--- config.mk ---
export PLATFORM = sky130hd
export DESIGN_NAME = adc_seq_top
export DESIGN_NICKNAME = d
export VERILOG_FILES = /design/src/rtl/adc_seq_pkg.sv /design/src/rtl/adc_seq_trig.sv /design/src/rtl/adc_seq_ctrl.sv /design/src/rtl/adc_seq_top.sv
export SDC_FILE = /design/constraint.sdc
export NUM_CORES = 1
export LEC_CHECK = 0
export ABC_AREA = 1
export ABC_CLOCK_PERIOD_IN_PS = 1800
export CAP_MARGIN = 0
export CORE_UTILIZATION = 41
export CTS_BUF_LIST = sky130_fd_sc_hd__clkbuf_8
export CTS_CLUSTER_SIZE = 24
export DETAILED_ROUTE_END_ITERATION = 8
export PLACE_DENSITY = 0.75
export SLEW_MARGIN = 30
export SYNTH_ARGS = -nofsm -noshare
export SYNTH_HDL_FRONTEND = slang
export SYNTH_SLANG_ARGS = --single-unit
--- constraint.sdc ---
create_clock -name clk -period 1.8 [get_ports clk]
set_input_delay 0.36 -clock clk [delete_from_list [all_inputs] [get_ports clk]]
set_output_delay 0.36 -clock clk [all_outputs]
set_load 0.01 [all_outputs]
--- src/rtl/adc_seq_pkg.sv ---
package adc_seq_pkg;
  typedef enum logic [1:0] {
    ST_IDLE  = 2'd0,
    ST_TRACK = 2'd1,
    ST_CONV  = 2'd2
  } seq_state_e;

  localparam logic [1:0] SRC_TMR_A = 2'b00;
  localparam logic [1:0] SRC_TMR_B = 2'b01;
  localparam logic [1:0] SRC_SW    = 2'b10;
  localparam logic [1:0] SRC_PIN   = 2'b11;
endpackage

--- src/rtl/adc_seq_trig.sv ---
module adc_seq_trig
  import adc_seq_pkg::*;
#(
  parameter int SYNC_STAGES = 2
) (
  input  logic       clk,
  input  logic       rst_n,
  input  logic [1:0] trig_sel,
  input  logic       tmr_a_ovf,
  input  logic       tmr_b_ovf,
  input  logic       sw_start,
  input  logic       ext_start,
  output logic       start_ev,
  output logic       pin_level
);
  localparam int TOP = SYNC_STAGES - 1;

  logic [TOP:0] sync_q;
  logic         pin_prev;
  logic         pin_rise;

  generate
    for (genvar g = 0; g < SYNC_STAGES; g++) begin : g_sync
      always_ff @(posedge clk or negedge rst_n) begin
        if (!rst_n) sync_q[g] <= 1'b0;
        else if (g == 0) sync_q[g] <= ext_start;
        else sync_q[g] <= sync_q[(g == 0) ? 0 : g - 1];
      end
    end
  endgenerate

  always_ff @(posedge clk or negedge rst_n) begin
    if (!rst_n) pin_prev <= 1'b0;
    else pin_prev <= sync_q[TOP];
  end

  assign pin_rise  = sync_q[TOP] & ~pin_prev;
  assign pin_level = sync_q[TOP];

  always_comb begin
    unique case (trig_sel)
      SRC_TMR_A: start_ev = tmr_a_ovf;
      SRC_TMR_B: start_ev = tmr_b_ovf;
      SRC_SW:    start_ev = sw_start;
      default:   start_ev = pin_rise;
    endcase
  end


  sw_src_chk: assert property (@(posedge clk) disable iff (!rst_n)
    (start_ev && trig_sel == SRC_SW) |-> sw_start);


  pin_edge_chk: assert property (@(posedge clk) disable iff (!rst_n)
    (start_ev && trig_sel == SRC_PIN) |-> !pin_prev);
endmodule

--- src/rtl/adc_seq_ctrl.sv ---
module adc_seq_ctrl
  import adc_seq_pkg::*;
#(
  parameter int RES_W      = 10,
  parameter int TRACK_CLKS = 3,
  localparam int IDX_W     = $clog2(RES_W),
  localparam int CNT_W     = $clog2(TRACK_CLKS + 1)
) (
  input  logic             clk,
  input  logic             rst_n,
  input  logic             sar_ce,
  input  logic             lp_mode,
  input  logic             pin_src,
  input  logic             pin_level,
  input  logic             start_ev,
  input  logic             sleep_req,
  input  logic             cmp_in,
  output logic             track_en,
  output logic             conv_en,
  output logic [IDX_W-1:0] bit_idx,
  output logic             busy,
  output logic             done,
  output logic [RES_W-1:0] result
);
  localparam logic [IDX_W-1:0] MSB_IDX  = IDX_W'(RES_W - 1);
  localparam logic [CNT_W-1:0] LAST_TRK = CNT_W'(TRACK_CLKS - 1);

  seq_state_e       state;
  logic [CNT_W-1:0] trk_cnt;
  logic [IDX_W-1:0] idx_q;
  logic [RES_W-1:0] sar_q;
  logic             done_q;

  always_ff @(posedge clk or negedge rst_n) begin
    if (!rst_n) begin
      state   <= ST_IDLE;
      trk_cnt <= '0;
      idx_q   <= '0;
      sar_q   <= '0;
      done_q  <= 1'b0;
    end else begin
      done_q <= 1'b0;
      if (sleep_req) begin
        state <= ST_IDLE;
      end else begin
        unique case (state)
          ST_IDLE: if (start_ev) begin
            if (lp_mode && !pin_src) begin
              state   <= ST_TRACK;
              trk_cnt <= '0;
            end else begin
              state <= ST_CONV;
              idx_q <= MSB_IDX;
              sar_q <= '0;
            end
          end
          ST_TRACK: if (sar_ce) begin
            if (trk_cnt == LAST_TRK) begin
              state <= ST_CONV;
              idx_q <= MSB_IDX;
              sar_q <= '0;
            end else begin
              trk_cnt <= trk_cnt + 1'b1;
            end
          end
          ST_CONV: if (sar_ce) begin
            sar_q[idx_q] <= cmp_in;
            if (idx_q == '0) begin
              state  <= ST_IDLE;
              done_q <= 1'b1;
            end else begin
              idx_q <= idx_q - 1'b1;
            end
          end
          default: state <= ST_IDLE;
        endcase
      end
    end
  end

  always_comb begin
    if (sleep_req)    track_en = 1'b0;
    else if (lp_mode) track_en = (state == ST_TRACK) ||
                                 (state == ST_IDLE && pin_src && !pin_level);
    else              track_en = (state != ST_CONV);
  end

  assign conv_en = (state == ST_CONV);
  assign bit_idx = idx_q;
  assign busy    = (state != ST_IDLE);
  assign done    = done_q;
  assign result  = sar_q;


  conv_track_excl_chk: assert property (@(posedge clk) disable iff (!rst_n)
    conv_en |-> !track_en);


  sleep_abort_chk: assert property (@(posedge clk) disable iff (!rst_n)
    sleep_req |=> (!busy && !done));


  bit_step_chk: assert property (@(posedge clk) disable iff (!rst_n)
    (conv_en && sar_ce && !sleep_req && bit_idx != '0) |=>
      (conv_en && bit_idx == $past(bit_idx) - 1'b1));


  done_pulse_chk: assert property (@(posedge clk) disable iff (!rst_n)
    done |=> !done);


  done_idle_chk: assert property (@(posedge clk) disable iff (!rst_n)
    done |-> !busy);


  step_hold_chk: assert property (@(posedge clk) disable iff (!rst_n)
    (conv_en && !sar_ce && !sleep_req) |=> (conv_en && $stable(bit_idx)));
endmodule

--- src/rtl/adc_seq_top.sv ---
module adc_seq_top
  import adc_seq_pkg::*;
#(
  parameter int RES_W       = 10,
  parameter int TRACK_CLKS  = 3,
  parameter int SYNC_STAGES = 2,
  localparam int IDX_W      = $clog2(RES_W)
) (
  input  logic             clk,
  input  logic             rst_n,
  input  logic             sar_ce,
  input  logic [1:0]       trig_sel,
  input  logic             lp_mode,
  input  logic             tmr_a_ovf,
  input  logic             tmr_b_ovf,
  input  logic             sw_start,
  input  logic             ext_start,
  input  logic             sleep_req,
  input  logic             cmp_in,
  output logic             track_en,
  output logic             conv_en,
  output logic [IDX_W-1:0] bit_idx,
  output logic             busy,
  output logic             done,
  output logic [RES_W-1:0] result
);
  logic start_ev;
  logic pin_level;

  adc_seq_trig #(.SYNC_STAGES(SYNC_STAGES)) u_trig (
    .clk       (clk),
    .rst_n     (rst_n),
    .trig_sel  (trig_sel),
    .tmr_a_ovf (tmr_a_ovf),
    .tmr_b_ovf (tmr_b_ovf),
    .sw_start  (sw_start),
    .ext_start (ext_start),
    .start_ev  (start_ev),
    .pin_level (pin_level)
  );

  adc_seq_ctrl #(.RES_W(RES_W), .TRACK_CLKS(TRACK_CLKS)) u_ctrl (
    .clk       (clk),
    .rst_n     (rst_n),
    .sar_ce    (sar_ce),
    .lp_mode   (lp_mode),
    .pin_src   (trig_sel == SRC_PIN),
    .pin_level (pin_level),
    .start_ev  (start_ev),
    .sleep_req (sleep_req),
    .cmp_in    (cmp_in),
    .track_en  (track_en),
    .conv_en   (conv_en),
    .bit_idx   (bit_idx),
    .busy      (busy),
    .done      (done),
    .result    (result)
  );
endmodule

# ---- Word-level counts from Yosys, hierarchy flattened
# Index checks and enable logic that the tools add are counted.
dict set report classes {
  n_addsub 2
  magnitude_cmp 2
  eq_ne 20
  mux 36
  n_bitwise 3
  n_reduce_logical 17
}
# op count
set op_table {}
lappend op_table {{$mux W10} 5}
lappend op_table {{$pmux W10 S3} 1}
lappend op_table {{$mux W4} 6}
lappend op_table {{$mux W2} 11}
lappend op_table {{$ne A2 B2 Y1 const B} 7}
lappend op_table {{$pmux W4 S3} 1}
lappend op_table {{$bwmux W10} 1}
lappend op_table {{$ne A3 B3 Y1 const B} 3}
lappend op_table {{$eq A2 B2 Y1 const B} 4}
lappend op_table {{$reduce_and A8 Y1} 1}
lappend op_table {{$mux W1} 7}
lappend op_table {{$reduce_and A7 Y1} 1}
lappend op_table {{$ne A3 B2 Y1 const B} 2}
lappend op_table {{$pmux W2 S3} 1}
lappend op_table {{$reduce_and A6 Y1} 1}
lappend op_table {{$lt A4 B5 Y1 const B} 1}
lappend op_table {{$reduce_and A5 Y1} 1}
lappend op_table {{$demux W1 S4} 1}
lappend op_table {{$eq A2 B1 Y1 const B} 2}
lappend op_table {{$ge A4 B1 Y1 const B} 1}
lappend op_table {{$logic_and A1 B1 Y1} 4}
lappend op_table {{$logic_not A2 Y1} 2}
lappend op_table {{$logic_not A4 Y1} 1}
lappend op_table {{$ne A2 B1 Y1 const B} 2}
lappend op_table {{other kinds (10)} 13}
dict set report word_totals {
  regBits 22
}

# ---- Logic depth before layout (Yosys ltp)
dict set report logic_depth {
  depth_word 7
  mapped_depth 10
}

# ---- Cells and area by module
# A second synthesis with hierarchy kept.
dict set report unflattened {
  hier_cells 198
  area_unflattened_um2 1356.3
}
# module n_inst cells_per_inst area_per_inst_um2 seq_area_each_um2
set by_module_without_submodules {}
lappend by_module_without_submodules {adc_seq_ctrl 1 180 1224.9 475.5}
lappend by_module_without_submodules {adc_seq_trig 1 16 123.9 75.1}
lappend by_module_without_submodules {adc_seq_top 1 2 7.5 0.0}

# ---- Worst setup path after synthesis
# OpenSTA, ideal clock, no wires.
dict set report synth_timing {
  kind {register -> register}
  start {register u_ctrl.idx_q[0] (netlist: u_ctrl.bit_idx[0])}
  end {register u_ctrl.state[1]}
  arrival_ns 1.302
  required_time_ns 1.684
  slack_ns 0.382
  path_stages_with_launch 11
  n_path_buf 0
  cell_sequence {dfrtp_1 -> inv_1 -> ha_1 -> nand2_1 -> inv_1 -> nor2_1 -> nor2_1 -> nand3_1 -> nand2_1 -> nand2_1 -> nand2_1}
}
dict set report synth_via {
  elab_chain_cells 3
}
# element line_no
set synth_rtl {}
lappend synth_rtl {{from (decl)} adc_seq_ctrl.sv:30} ;# logic [IDX_W-1:0] idx_q;
lappend synth_rtl {{from (signal assigned)} adc_seq_ctrl.sv:72} ;# idx_q <= idx_q - 1'b1;
lappend synth_rtl {{$logic_not A4 Y1} adc_seq_ctrl.sv:68} ;# if (idx_q == '0) begin
lappend synth_rtl {{$ne A3 B2 Y1 (no source line)} n/a}
lappend synth_rtl {{$reduce_and A5 Y1 (no source line)} n/a}
lappend synth_rtl {{to (signal assigned)} adc_seq_ctrl.sv:59} ;# state <= ST_CONV;
lappend synth_rtl {{to (signal assigned)} adc_seq_ctrl.sv:69} ;# state <= ST_IDLE;
lappend synth_rtl {{to (signal assigned)} adc_seq_ctrl.sv:75} ;# default: state <= ST_IDLE;
lappend synth_rtl {{to (decl)} adc_seq_ctrl.sv:28} ;# seq_state_e state;
# No other way between the ends.
# A chain may end at the register's enable or synchronous reset.

# ---- Final worst setup path
dict set report layout_timing {
  start {register u_ctrl.idx_q[3] (netlist: u_ctrl.bit_idx[3])}
  end {output bit_idx[3]}
}
# element line_no
set layout_rtl {}
lappend layout_rtl {{to (decl)} adc_seq_top.sv:22} ;# output logic [IDX_W-1:0] bit_idx,
# No word-level cell between the ends.

==> flow_metrics.tcl <==
set metrics [dict create \
    critPathKind "reg2out" \
    met2_usage 0.307 \
    final_nets 266 \
    dr.pass1.iters 4 \
    clkPwrFrac 0.145 \
    p_int_mw 1.38 \
    die_h_um 62.5 \
    synthFlopType "dfrtp_1" \
    netlist_instances 198 \
    cts_buffers 3 \
    max_freq_mhz 575 \
    fp.coreArea_um2 3420 \
    total_power_mw 2.42 \
    grt_setup_unrepaired "true" \
    ios 30 \
    grt_pass1_wl_um 5600 \
    drt-total-wl_um 3210 \
    setup_viol 0 \
    wl_per_cell_um 11.0 \
    drcViolationCount 0 \
    grt_pass1_vias 1274 \
    row_count 21 \
    cpLargestDelayFamily "buffers and inverters" \
    antenna_found_initial 0 \
    top_usage_layer "met2" \
    cp-start-kind "register" \
    crit_fanout 8 \
    drt_iter0_markers 55 \
    synth_area_um2 1500 \
    critPathRequiredTime_ps 1440 \
    seq_area_frac_synth 0.367 \
    tns_ps 0 \
    root_buffer "clkbuf_8" \
    syn-num-nets 216 \
    met3_usage 0.0328 \
    gp_congestion 0.852 \
    cts_tree "done" \
    grt_util_all_layers 0.177 \
    vias 1419 \
    nFillCells 307 \
    max_slew_margin 0.750 \
    met1_usage 0.229 \
    hpwl_um 2540 \
    gr-total-overflow 0 \
    async_flop_share 1.00 \
    fin_crit_ps 1740 \
    timing.final.crit_share 0.966 \
    io_buffers 29 \
    die_x_um 62.5 \
    clkLatencyLatePin_ps 260 \
    detail-route-antenna-nets 0 \
    crit_slowest_cell "clkdlybuf4s50_1" \
    arrival_ps 1380 \
    maxCapViolCount 0 \
    synthToLayoutAreaGrowth_pct 34.0 \
    grt_max_degree 23 \
    dieArea_um2 3900 \
    synth-seq-cells 22 \
    yosysWarnings 0 \
    viasPerCell 4.84 \
    hold_viol 0 \
    synth_area_per_cell_um2 7.57 \
    switching_share 0.430 \
    cts.sinks 22 \
    n_antenna_cell 0 \
    tightest_slew_ps 375 \
    final_common_cell "nand2_1" \
    fin_worst_skew_ps 1.46 \
    htree_levels 1 \
    leakagePower_nw 1.09 \
    final_cell_mix "62 x nand2_1, 24 x inv_1, 24 x nand3_1, 24 x clkdlybuf4s50_1, 23 x buf_4" \
    irDropWorstVdd_mv 0.766 \
    path_clk_slew_ps 80 \
    p_sw_mw 1.04 \
    path_buf_inv 1 \
    p_per_area_nw_per_um2 1200 \
    cp-end-kind "output port" \
    final_util 0.588 \
    drive_above_1_share 0.182 \
    synth_cell_type_count 27 \
    pwr-share-seq 0.286 \
    synth_edf_count 0 \
    setup_ws_ps 60.7 \
    start_util 0.439 \
    combPwrFrac 0.569 \
    cts_buffer_depth 2 \
    dp_slack_ps -350 \
    critical-path-max-stage-delay_ps 600 \
    crit_chain "clkdlybuf4s50_1" \
    maxSlewViolCount 0 \
    outcome "finished clean" \
    worstHoldPathType "reg2reg" \
]
registers in the layout (all words and copies together) (netlist names):
signal	cells
u_ctrl.trk_cnt	2
u_ctrl.result	10
u_trig.sync_q	1
u_trig.pin_prev	1
u_trig.pin_level	1
u_ctrl.done	1
u_ctrl.state	2
u_ctrl.bit_idx	4
per-stage QoR:
stage	hold slack [ps]	area (µm²)	instances
floorplan	64.4	1500	198
global placement	335	1940	287
detailed placement	336	1940	287
CTS	355	1990	292
global route	358	2010	293
finish	351	2010	293
path summary, 6_finish.rpt:
kind / start / endpoint / slack (ps) / cells past startpoint
setup / recovery: u_ctrl.bit_idx[3]$_DFFE_PN0P_ / bit_idx[3] / 60 / 1
hold / removal: u_trig.sync_q[0]$_DFF_PN0_ / u_trig.pin_level$_DFF_PN0_ / 350 / 0
setup reg to reg: u_ctrl.state[0]$_DFFE_PN0P_ / u_ctrl.bit_idx[2]$_DFFE_PN0P_ / 100 / 10
hold reg to reg: u_trig.sync_q[0]$_DFF_PN0_ / u_trig.pin_level$_DFF_PN0_ / 350 / 0
max in group asynchronous: rst_n / u_ctrl.state[1]$_DFFE_PN0P_ / 1130 / 2
min in group asynchronous: rst_n / u_ctrl.result[7]$_DFFE_PN0P_ / 440 / 2
power by group through the flow:
stage | sequential, mW | combinational, mW | clock, mW
2_1_floorplan | 0.697 | 0.907 | 0
3_3_place_gp | 0.700 | 1.33 | 0
3_5_place_dp | 0.698 | 1.37 | 0
4_1_cts | 0.691 | 1.37 | 0.365
5_1_grt | 0.707 | 1.52 | 0.389
6_report | 0.691 | 1.38 | 0.352
synth_stat cells (all sizes together), types with 5 or more instances:
| library cell | n | area, µm² |
|---|---|---|
| nand3 | 27 | 158 |
| nor2 | 16 | 82.6 |
| nand4 | 14 | 87.6 |
| inv | 26 | 105 |
| buf | 7 | 68.8 |
| o21ai | 5 | 25.0 |
| ha | 6 | 75.1 |
| a21oi | 5 | 40.0 |
| dfrtp | 22 | 551 |
| nand2 | 65 | 256 |
cells by family after synthesis:
logic type | Yosys count | share of synthesized area
AOI/OAI and AO/OA | 12 | 0.0543
xor gates and xnor gates | 1 | 0.00584
adders and majority gates | 6 | 0.0501
buffers and inverters | 33 | 0.116
DFF | 22 | 0.367
and+or+nand+nor | 124 | 0.407
per-layer routing:
metal | vias up | wire length (µm)
met5 | - | 0
met4 | 0 | 18
met3 | 4 | 100
met2 | 23 | 1540
met1 | 652 | 1550
li1 | 740 | -
what timing repair did:
item	4_1_cts	5_1_grt
hold buffers	0	0
setup buffers	1	1
setup endpoints to repair	3	2
gates resized for setup	6	3
pin swaps	1	3
layout make-up:
type                    count  area [µm²]  share of cell area
inverters                  26         105              0.0523
clock buffers               4        55.1              0.0274
flip-flops and latches     22         552               0.275
multi-input cells         143         774               0.386
repair buffers             52         464               0.231
well taps                  46        57.6              0.0287
No activity file was read; power rests on OpenSTA's default activity.
